===== src/rtl/pageMemPkg.sv =====
package pageMemPkg;

  typedef enum logic [2:0] {
    PH_IDLE,
    PH_PRE,
    PH_RAS,
    PH_CAS,
    PH_PLAIN,
    PH_FIN
  } phase_t;

  // Strobes from the sequencer to the datapath
  typedef struct packed {
    logic   latchReq;  // capture the winning request
    logic   takeVid;   // winner is the video master
    logic   loadPage;  // record the opened page
    logic   capture;   // sample read data this cycle
    phase_t phase;     // current bus phase
  } ctlStrobe_t;

endpackage


===== src/rtl/pmArbiter.sv =====
module pmArbiter #(
  parameter int unsigned NUM_MASTERS = 2
) (
  input  logic [NUM_MASTERS-1:0] reqVec,   // index 0 has highest priority
  output logic                   anyReq,
  output logic [NUM_MASTERS-1:0] pickVec
);

  logic [NUM_MASTERS:0] blocked;

  assign blocked[0] = 1'b0;

  for (genvar g = 0; g < NUM_MASTERS; g++) begin : gPrio
    assign pickVec[g]   = reqVec[g] && !blocked[g];
    assign blocked[g+1] = blocked[g] || reqVec[g];
  end

  assign anyReq = blocked[NUM_MASTERS];

endmodule


===== src/rtl/pmControl.sv =====
module pmControl
  import pageMemPkg::*;
#(
  parameter int unsigned REG_W      = 2,
  parameter int unsigned CNT_W      = 8,
  parameter int unsigned PRE_CYC    = 2,
  parameter int unsigned RAS_CYC    = 2,
  parameter int unsigned CAS_CYC    = 3,
  parameter logic [(1<<REG_W)*8-1:0] REGION_CYC = {8'd4, 8'd4, 8'd2, 8'd1}
) (
  input  logic             clk,
  input  logic             rstN,
  input  logic             anyReq,
  input  logic             pickVid,
  input  logic [REG_W-1:0] winRegion,
  input  logic             winIsDram,
  input  logic             winHit,
  input  logic             pageOpen,
  output ctlStrobe_t       stb,
  output logic             gntVid,
  output logic             gntCpu,
  output logic             done
);

  localparam logic [CNT_W-1:0] PRE_LOAD = CNT_W'(PRE_CYC - 1);
  localparam logic [CNT_W-1:0] RAS_LOAD = CNT_W'(RAS_CYC - 1);
  localparam logic [CNT_W-1:0] CAS_LOAD = CNT_W'(CAS_CYC - 1);

  phase_t           phase, phaseNx;
  logic [CNT_W-1:0] cnt, cntNx;
  logic             ownerVid, ownerNx;
  logic             cntZero;

  function automatic logic [CNT_W-1:0] plainLoad(input logic [REG_W-1:0] r);
    logic [7:0] cyc;
    cyc = REGION_CYC[r*8 +: 8];
    return CNT_W'(cyc) - CNT_W'(1);
  endfunction

  assign cntZero = (cnt == '0);

  always_comb begin
    phaseNx      = phase;
    cntNx        = cnt;
    ownerNx      = ownerVid;
    stb.latchReq = 1'b0;
    stb.takeVid  = pickVid;
    stb.loadPage = 1'b0;
    stb.capture  = 1'b0;
    stb.phase    = phase;
    if (!cntZero) cntNx = cnt - 1'b1;
    unique case (phase)
      PH_IDLE: begin
        if (anyReq) begin
          stb.latchReq = 1'b1;
          ownerNx      = pickVid;
          if (!winIsDram) begin
            phaseNx = PH_PLAIN;
            cntNx   = plainLoad(winRegion);
          end else if (winHit) begin
            phaseNx = PH_CAS;
            cntNx   = CAS_LOAD;
          end else if (pageOpen) begin
            phaseNx = PH_PRE;
            cntNx   = PRE_LOAD;
          end else begin
            phaseNx = PH_RAS;
            cntNx   = RAS_LOAD;
          end
        end
      end
      PH_PRE: begin
        if (cntZero) begin
          phaseNx = PH_RAS;
          cntNx   = RAS_LOAD;
        end
      end
      PH_RAS: begin
        stb.loadPage = 1'b1;
        if (cntZero) begin
          phaseNx = PH_CAS;
          cntNx   = CAS_LOAD;
        end
      end
      PH_CAS, PH_PLAIN: begin
        if (cntZero) begin
          stb.capture = 1'b1;
          phaseNx     = PH_FIN;
        end
      end
      PH_FIN:  phaseNx = PH_IDLE;
      default: phaseNx = PH_IDLE;
    endcase
  end

  always_ff @(posedge clk or negedge rstN) begin
    if (!rstN) begin
      phase    <= PH_IDLE;
      cnt      <= '0;
      ownerVid <= 1'b0;
    end else begin
      phase    <= phaseNx;
      cnt      <= cntNx;
      ownerVid <= ownerNx;
    end
  end

  assign gntVid = (phase != PH_IDLE) && ownerVid;
  assign gntCpu = (phase != PH_IDLE) && !ownerVid;
  assign done   = (phase == PH_FIN);

endmodule


===== src/rtl/pmDatapath.sv =====
module pmDatapath
  import pageMemPkg::*;
#(
  parameter int unsigned ADDR_W      = 16,
  parameter int unsigned DATA_W      = 16,
  parameter int unsigned REG_W       = 2,
  parameter int unsigned COL_W       = 7,
  parameter int unsigned DRAM_REGION = 0
) (
  input  logic                   clk,
  input  logic                   rstN,
  input  ctlStrobe_t             stb,
  input  logic [ADDR_W-1:0]      cpuAddr,
  input  logic                   cpuWe,
  input  logic [DATA_W-1:0]      cpuWData,
  input  logic [ADDR_W-1:0]      vidAddr,
  input  logic [DATA_W-1:0]      memDataIn,
  output logic [REG_W-1:0]       winRegion,
  output logic                   winIsDram,
  output logic                   winHit,
  output logic                   pageOpen,
  output logic [(1<<REG_W)-1:0]  chipSel,
  output logic                   rasOut,
  output logic                   casOut,
  output logic [ADDR_W-1:0]      memAddr,
  output logic                   memWe,
  output logic [DATA_W-1:0]      memWData,
  output logic [DATA_W-1:0]      rdData
);

  localparam int unsigned NUM_REG = 1 << REG_W;
  localparam int unsigned PAGE_W  = ADDR_W - REG_W - COL_W;
  localparam int unsigned PAGE_HI = ADDR_W - REG_W - 1;

  logic [ADDR_W-1:0] selAddr, addrQ;
  logic              selWe, weQ;
  logic [DATA_W-1:0] wDataQ;
  logic [PAGE_W-1:0] pageReg;
  logic              pageValid;
  logic [REG_W-1:0]  curRegion;
  logic              strobing;

  // Winner's request, seen before it is latched
  assign selAddr   = stb.takeVid ? vidAddr : cpuAddr;
  assign selWe     = stb.takeVid ? 1'b0 : cpuWe;
  assign winRegion = selAddr[ADDR_W-1 -: REG_W];
  assign winIsDram = (winRegion == REG_W'(DRAM_REGION));
  assign winHit    = pageValid && (selAddr[PAGE_HI:COL_W] == pageReg);
  assign pageOpen  = pageValid;

  always_ff @(posedge clk or negedge rstN) begin
    if (!rstN) begin
      addrQ  <= '0;
      weQ    <= 1'b0;
      wDataQ <= '0;
    end else if (stb.latchReq) begin
      addrQ  <= selAddr;
      weQ    <= selWe;
      wDataQ <= cpuWData;
    end
  end

  // Open-page tracker
  always_ff @(posedge clk or negedge rstN) begin
    if (!rstN) begin
      pageReg   <= '0;
      pageValid <= 1'b0;
    end else if (stb.loadPage) begin
      pageReg   <= addrQ[PAGE_HI:COL_W];
      pageValid <= 1'b1;
    end
  end

  always_ff @(posedge clk or negedge rstN) begin
    if (!rstN)            rdData <= '0;
    else if (stb.capture) rdData <= memDataIn;
  end

  assign curRegion = addrQ[ADDR_W-1 -: REG_W];
  assign strobing  = (stb.phase == PH_RAS) || (stb.phase == PH_CAS) ||
                     (stb.phase == PH_PLAIN);
  assign rasOut    = (stb.phase == PH_RAS);
  assign casOut    = (stb.phase == PH_CAS);

  for (genvar g = 0; g < NUM_REG; g++) begin : gCs
    assign chipSel[g] = strobing && (curRegion == REG_W'(g));
  end

  always_comb begin
    unique case (stb.phase)
      PH_RAS:   memAddr = {{(ADDR_W-PAGE_W){1'b0}}, addrQ[PAGE_HI:COL_W]};
      PH_CAS:   memAddr = {{(ADDR_W-COL_W){1'b0}}, addrQ[COL_W-1:0]};
      PH_PLAIN: memAddr = addrQ;
      default:  memAddr = '0;
    endcase
  end

  assign memWe    = weQ && ((stb.phase == PH_CAS) || (stb.phase == PH_PLAIN));
  assign memWData = wDataQ;

endmodule


===== src/rtl/pageMemCtl.sv =====
module pageMemCtl
  import pageMemPkg::*;
#(
  parameter int unsigned ADDR_W      = 16,
  parameter int unsigned DATA_W      = 16,
  parameter int unsigned REG_W       = 2,
  parameter int unsigned COL_W       = 7,
  parameter int unsigned DRAM_REGION = 0,
  parameter int unsigned CNT_W       = 8,
  parameter int unsigned PRE_CYC     = 2,
  parameter int unsigned RAS_CYC     = 2,
  parameter int unsigned CAS_CYC     = 3,
  parameter logic [(1<<REG_W)*8-1:0] REGION_CYC = {8'd4, 8'd4, 8'd2, 8'd1}
) (
  input  logic                  clk,
  input  logic                  rstN,
  input  logic                  cpuReq,
  input  logic [ADDR_W-1:0]     cpuAddr,
  input  logic                  cpuWe,
  input  logic [DATA_W-1:0]     cpuWData,
  input  logic                  vidReq,
  input  logic [ADDR_W-1:0]     vidAddr,
  output logic                  gntCpu,
  output logic                  gntVid,
  output logic                  done,
  output logic [DATA_W-1:0]     rdData,
  output logic [(1<<REG_W)-1:0] chipSel,
  output logic                  rasOut,
  output logic                  casOut,
  output logic [ADDR_W-1:0]     memAddr,
  output logic                  memWe,
  output logic [DATA_W-1:0]     memWData,
  input  logic [DATA_W-1:0]     memDataIn
);

  ctlStrobe_t       stb;
  logic             anyReq;
  logic [1:0]       pickVec;
  logic [REG_W-1:0] winRegion;
  logic             winIsDram, winHit, pageOpen;

  // Index 0 = video, so video always wins
  pmArbiter #(.NUM_MASTERS(2)) u_arb (
    .reqVec  ({cpuReq, vidReq}),
    .anyReq  (anyReq),
    .pickVec (pickVec)
  );

  pmControl #(
    .REG_W      (REG_W),
    .CNT_W      (CNT_W),
    .PRE_CYC    (PRE_CYC),
    .RAS_CYC    (RAS_CYC),
    .CAS_CYC    (CAS_CYC),
    .REGION_CYC (REGION_CYC)
  ) u_ctl (
    .clk       (clk),
    .rstN      (rstN),
    .anyReq    (anyReq),
    .pickVid   (pickVec[0]),
    .winRegion (winRegion),
    .winIsDram (winIsDram),
    .winHit    (winHit),
    .pageOpen  (pageOpen),
    .stb       (stb),
    .gntVid    (gntVid),
    .gntCpu    (gntCpu),
    .done      (done)
  );

  pmDatapath #(
    .ADDR_W      (ADDR_W),
    .DATA_W      (DATA_W),
    .REG_W       (REG_W),
    .COL_W       (COL_W),
    .DRAM_REGION (DRAM_REGION)
  ) u_dp (
    .clk       (clk),
    .rstN      (rstN),
    .stb       (stb),
    .cpuAddr   (cpuAddr),
    .cpuWe     (cpuWe),
    .cpuWData  (cpuWData),
    .vidAddr   (vidAddr),
    .memDataIn (memDataIn),
    .winRegion (winRegion),
    .winIsDram (winIsDram),
    .winHit    (winHit),
    .pageOpen  (pageOpen),
    .chipSel   (chipSel),
    .rasOut    (rasOut),
    .casOut    (casOut),
    .memAddr   (memAddr),
    .memWe     (memWe),
    .memWData  (memWData),
    .rdData    (rdData)
  );

endmodule


===== config.mk =====
export PLATFORM = sky130hd
export DESIGN_NAME = pageMemCtl
export DESIGN_NICKNAME = d
export VERILOG_FILES = /design/src/rtl/pageMemPkg.sv /design/src/rtl/pmArbiter.sv /design/src/rtl/pmControl.sv /design/src/rtl/pmDatapath.sv /design/src/rtl/pageMemCtl.sv
export SDC_FILE = /design/constraint.sdc
export NUM_CORES = 1
export LEC_CHECK = 0
export ABC_CLOCK_PERIOD_IN_PS = 5900
export BUFFER_PORTS_ARGS = -buffer_cell sky130_fd_sc_hd__buf_2
export CORE_UTILIZATION = 53
export CTS_CLUSTER_DIAMETER = 150
export DETAILED_ROUTE_END_ITERATION = 7
export PLACE_DENSITY = 0.85
export SLEW_MARGIN = 30
export SYNTH_ARGS = -nofsm -noshare
export SYNTH_HDL_FRONTEND = slang
export SYNTH_SLANG_ARGS = --single-unit
export TNS_END_PERCENT = 100

===== constraint.sdc =====
create_clock -name clk -period 5.9 [get_ports clk]
set_clock_uncertainty 0.2 [all_clocks]
set_input_delay 0.885 -clock clk [delete_from_list [all_inputs] [get_ports clk]]
set_output_delay 0.885 -clock clk [all_outputs]
set_load 0.1 [all_outputs]

---- Yosys cells after proc, flatten, opt, wreduce, memory -nomap -nowiden ----
Cells that the tools add are included.
cells by class
  add/subtract/negate cells ............... 2
  multiply operators ...................... 0
  divide/modulo/power cells ............... 0
  magnitude comparators ................... 0
  eq/ne operators ......................... 13
  shifts and indexed selects .............. 1
  muxes and demuxes ....................... 23
  bitwise operators ....................... 0
  reduce and logical (&&, ||, !) cells .... 21
operators by type and width
  cell                       number
  $pmux W16 S3               1
  $mux W8                    5
  $shiftx A32 B6 Y8 const A  1
  $pmux W8 S3                1
  $mux W3                    6
  $mux W16                   1
  $sub A8 B1 Y8 const B      2
  $pmux W3 S4                1
  $logic_and A1 B1 Y1        8
  $logic_not A8 Y1           1
  $eq A7 B7 Y1               1
  $eq A3 B2 Y1 const B       2
  $eq A3 B3 Y1 const B       2
  $mux W1                    6
  $ne A2 B1 Y1 const B       3
  $eq A2 B2 Y1 const B       2
  $logic_not A2 Y1           2
  $logic_or A1 B1 Y1         4
  $mux W2                    2
  $reduce_and A4 Y1          1
  $eq A3 B1 Y1 const B       1
  $logic_not A3 Y1           1
  $reduce_bool A3 Y1         1
  $eq A2 B1 Y1 const B       1
  4 further kinds            4
storage, ports and cells
  register bits after elaboration ......... 69
  bits in latches ......................... 0
  bits in writable memories ............... 0
  ROM bits ................................ 0
  input bits .............................. 69
  logic and storage cells ................. 69
  memories ................................ 0

---- Depth between registers and ports, before layout ----
  depth after elaboration ................. 7
  gate-level depth with buffers ........... 10
  gate-level depth less buffers ........... 9

---- Modules after synthesis ----
A second synthesis with hierarchy kept.
unflattened totals
  cells, all modules ...................... 317
  area, all modules ....................... 3503.4 um^2
modules (own cells, without submodules)
  module      times used  cells each  area an instance (um^2)  seq. area each (um^2)
  pmDatapath  1           215         2635.0                   1426.4
  pmControl   1           99          848.3                    300.3
  pmArbiter   1           3           20.0                     0.0

---- Worst setup path after synthesis ----
OpenSTA, ideal clock, no wires.
  path type ............................... register -> output
  start point ............................. register u_ctl.phase[0]
  end point ............................... output memAddr[0]
  arrival ................................. 3.128 ns
  required time ........................... 4.815 ns
  setup slack ............................. 1.687 ns
  cell stages (with the launch flop) ...... 5
  path buffers ............................ 2
  cells stage by stage .................... dfrtp_1 buf_2 clkbuf_1 mux2i_1 o21ai_0
on the way
  cells in the longest elaborated chain, start to end .. 2
  elaborated cells on any way between the ends .. 4
ends and longest elaborated chain
  what                                          line              text
  start: declaration                            pmControl.sv:29   phase_t phase, phaseNx;
  start signal: assignment                      pmControl.sv:102  phase <= phaseNx;
  $eq A3 B3 Y1 or $eq A3 B2 Y1 (tied branches)  pmDatapath.sv:90  unique case (stb.phase)
  $pmux W16 S3 (*)                              pmDatapath.sv:90
  end: declaration                              pageMemCtl.sv:30  output logic [ADDR_W-1:0] memAddr,
Every way passes the cells marked *; elsewhere a longest branch is shown, timed or not.

---- Worst setup path in the final report ----
  start point ............................. register u_ctl.phase[0]
  end point ............................... output chipSel[2]
on the way
  cells in the longest elaborated chain, start to end .. 4
  elaborated cells on any way between the ends .. 6
ends and longest elaborated chain
  what                     line              text
  $eq A3 B2 Y1             pmDatapath.sv:80  assign strobing = (stb.phase == PH_RAS) || (stb.phase == PH_CAS) ||
  $logic_or A1 B1 Y1       pmDatapath.sv:80
  $logic_or A1 B1 Y1 (*)   pmDatapath.sv:80
  $logic_and A1 B1 Y1 (*)  pmDatapath.sv:86  assign chipSel[g] = strobing && (curRegion == REG_W'(g));
  end: declaration         pageMemCtl.sv:27  output logic [(1<<REG_W)-1:0] chipSel,
Marked as above.

==> flow_summary.json <==
{
  "core_area_um2": 6314,
  "fill_cells": 500,
  "synthArstFlopShare": 1.000,
  "grt_pass1_wl_mm": 12.70,
  "finalHoldViolations": 0,
  "num_vias": 2848,
  "arrival_ps": 2720,
  "synth_sequential_area_ratio": 0.4996,
  "synth.distinct_cells": 45,
  "crit_start": "u_ctl.phase[0]",
  "drt_pass1_iterations": 4,
  "n_antenna_cell": 0,
  "syn_area_um2": 3456,
  "synth_ff_type": "dfrtp_1",
  "cts_resized": 0,
  "fin_area_um2": 4333,
  "vias_per_cell": 5.216,
  "setup_tns_ps": 0,
  "drive_above_1_share": 0.3795,
  "relSlewSlack": 0.4377,
  "ctsHtreeMaxLevel": 3,
  "critPathCaptureType": "output pin",
  "crit_fanout": 18,
  "reg2reg_slack_ps": 3330,
  "critPathKind": "reg -> out",
  "cts_setup_buffers": 0,
  "cts_tree": "built",
  "setup_viol": 0,
  "area.growth.synth_to_final_pct": 25.38,
  "slew_violations": 0,
  "yosys_warnings": 0,
  "rows": 29,
  "grt_pass1_vias": 2736,
  "clk_latency_ps": 330,
  "grt_remaining_overflow": 0,
  "maxCapViolCount": 0,
  "drtIter0Drc": 255,
  "min_path_type": "reg -> reg",
  "place_area_um2": 4126,
  "clk_pin_slew_worst_paths_ps": 80,
  "cts_made_buffers": 9,
  "synth.avg_cell_area_um2": 10.05,
  "clock_path_buffers": 2,
  "final.period_utilization": 0.6457,
  "worstHoldPathCells": 2,
  "tightest_slew_ps": 843.5,
  "rr_endpoint": "u_dp.rdData[7]",
  "drc": 0,
  "hold_end": "u_dp.memWData[6]",
  "ctsHoldBuffers": 0,
  "fin_crit_ps": 3810,
  "synth_fp_nets": 418,
  "cts-root-buf": "clkbuf_8",
  "fp.dieW_um": 82.75,
  "synthCells": 344,
  "synth_top_area_cell": "dfrtp_1",
  "required_ps": 4820,
  "fmax_mhz": 262.5,
  "start_util": 0.5474,
  "instances_no_fill": 546,
  "cp-start-kind": "flip-flop",
  "holdCritStartpoint": "u_dp.memWData[6]",
  "synth.area.top_cells": "dfrtp_1 50%, nand2_1 8.8%, mux2_2 6.8%, mux2i_1 6.7%, o21ai_0 4.2%",
  "totalWireLength_mm": 7.893,
  "grt_usage": 0.2487,
  "antenna_left": 0,
  "antenna_found_initial": 0,
  "synth_top_area_frac": 0.4996,
  "r2r_start": "u_ctl.phase[0]",
  "rsz0062_at_grt": "false",
  "synth_edf_count": 0,
  "cts.sinks": 69,
  "io_buffers": 126,
  "die_y_um": 82.75,
  "ys_ff_latch": 69,
  "place.gp.congestion": 0.8601,
  "hpwl_mm": 5.759,
  "wl_per_cell_um": 14.46,
  "ff2ff_path_depth": 5,
  "boundaryPins": 127,
  "grt_max_degree": 70,
  "dp_cells": 530,
  "fin_nets": 538,
  "dieArea_um2": 6848,
  "status": "finished clean"
}
==> worst max path at each step <==
stage	endpoint	depth (start not counted)
finish	chipSel[2]	5
floorplan	memAddr[0]	4
global placement	chipSel[3]	5
CTS	chipSel[2]	5
global route	chipSel[2]	5
detailed placement	chipSel[2]	5
==> cell type report <==
class | count | area, um2 | share of cell area
Timing Repair Buffer | 129 | 673.1 | 0.1554
Sequential cell | 69 | 1727 | 0.3985
Inverter | 7 | 26.28 | 0.006064
Clock buffer | 9 | 123.9 | 0.02859
Tap cell | 77 | 96.34 | 0.02224
Multi-Input combinational cell | 248 | 1604 | 0.3702
Clock inverter | 7 | 82.58 | 0.01906
==> cells by family (layout without fill, tap and decap cells) <==
| kind of cell | Yosys count | in the layout | share of synthesized area |
|---|---|---|---|
| AND/OR/NAND/NOR | 136 | 136 | 0.1850 |
| flip-flops | 69 | 69 | 0.4996 |
| AO/OA/AOI/OAI | 47 | 47 | 0.07929 |
| multiplexers | 47 | 47 | 0.1455 |
| buffers and inverters | 27 | 152 | 0.03946 |
| XOR/XNOR | 13 | 13 | 0.03295 |
| adder cells (fa/ha/maj) | 5 | 5 | 0.01810 |
==> metal layers <==
metal	wire length, um	part of all wire	track usage	up-vias
li1	-	-	-	1404
met1	3350	0.42	0.3309	1359
met2	4103	0.52	0.4123	75
met3	335	0.042	0.03516	10
met4	104	0.013	0.09310	0
met5	0	0	0	-
==> synthesized netlist by cell type (all sizes together), types with 3 or more instances <==
cell type,count
nand2,83
dfrtp,69
o21ai,30
mux2i,24
mux2,23
nor2,16
buf,11
xnor2,11
and3,9
clkbuf,9
inv,7
nor3,7
ha,5
a21oi,4
nand3,4
nor2b,4
nor4,4
a21o,3
==> worst max-delay path, cell delays in order (launching register included) <==
cell and delay, ps:
dfrtp_1 650, nor2_1 630, and2_1 410, o21ai_0 160, nor2_1 100, buf_2 430
==> registers in the layout, indices dropped and copies added, names as in the netlist <==
signal,flops
u_ctl.phase,3
u_dp.pageReg,7
u_dp.memWData,16
u_dp.addrQ,16
u_dp.rdData,16
u_ctl.cnt,8
u_ctl.ownerVid,1
u_dp.weQ,1
u_dp.pageOpen,1
==> through the flow <==
step                  util  hold slack, ps  setup WS [ps]
finish              0.6863           274.6           2090
global route        0.6863           299.1           1885
CTS                 0.6863           278.2           2147
detailed placement  0.6536           257.4           2525
global placement    0.6492           248.9           2602
floorplan                -           230.4           1687
==> placed cells by master (no fill, tap or decap), types with 3 or more instances in the layout <==
| cell type | synthesis | layout |
|---|---|---|
| and3_1 | 9 | 9 |
| buf_2 | 7 | 126 |
| nor2_1 | 15 | 15 |
| dfrtp_1 | 69 | 69 |
| ha_1 | 5 | 5 |
| a21oi_1 | 4 | 4 |
| xnor2_1 | 11 | 11 |
| mux2i_1 | 23 | 23 |
| o21ai_0 | 29 | 29 |
| inv_1 | 6 | 6 |
| nand3_1 | 4 | 4 |
| nand2_1 | 81 | 81 |
| nor3_1 | 5 | 5 |
| clkbuf_8 | 0 | 9 |
| nor2b_1 | 4 | 4 |
| mux2_2 | 21 | 21 |
| a21o_1 | 3 | 3 |
Power is not shown: default switching activity piles up to over one toggle a cycle in this logic, so the estimate is an artifact.
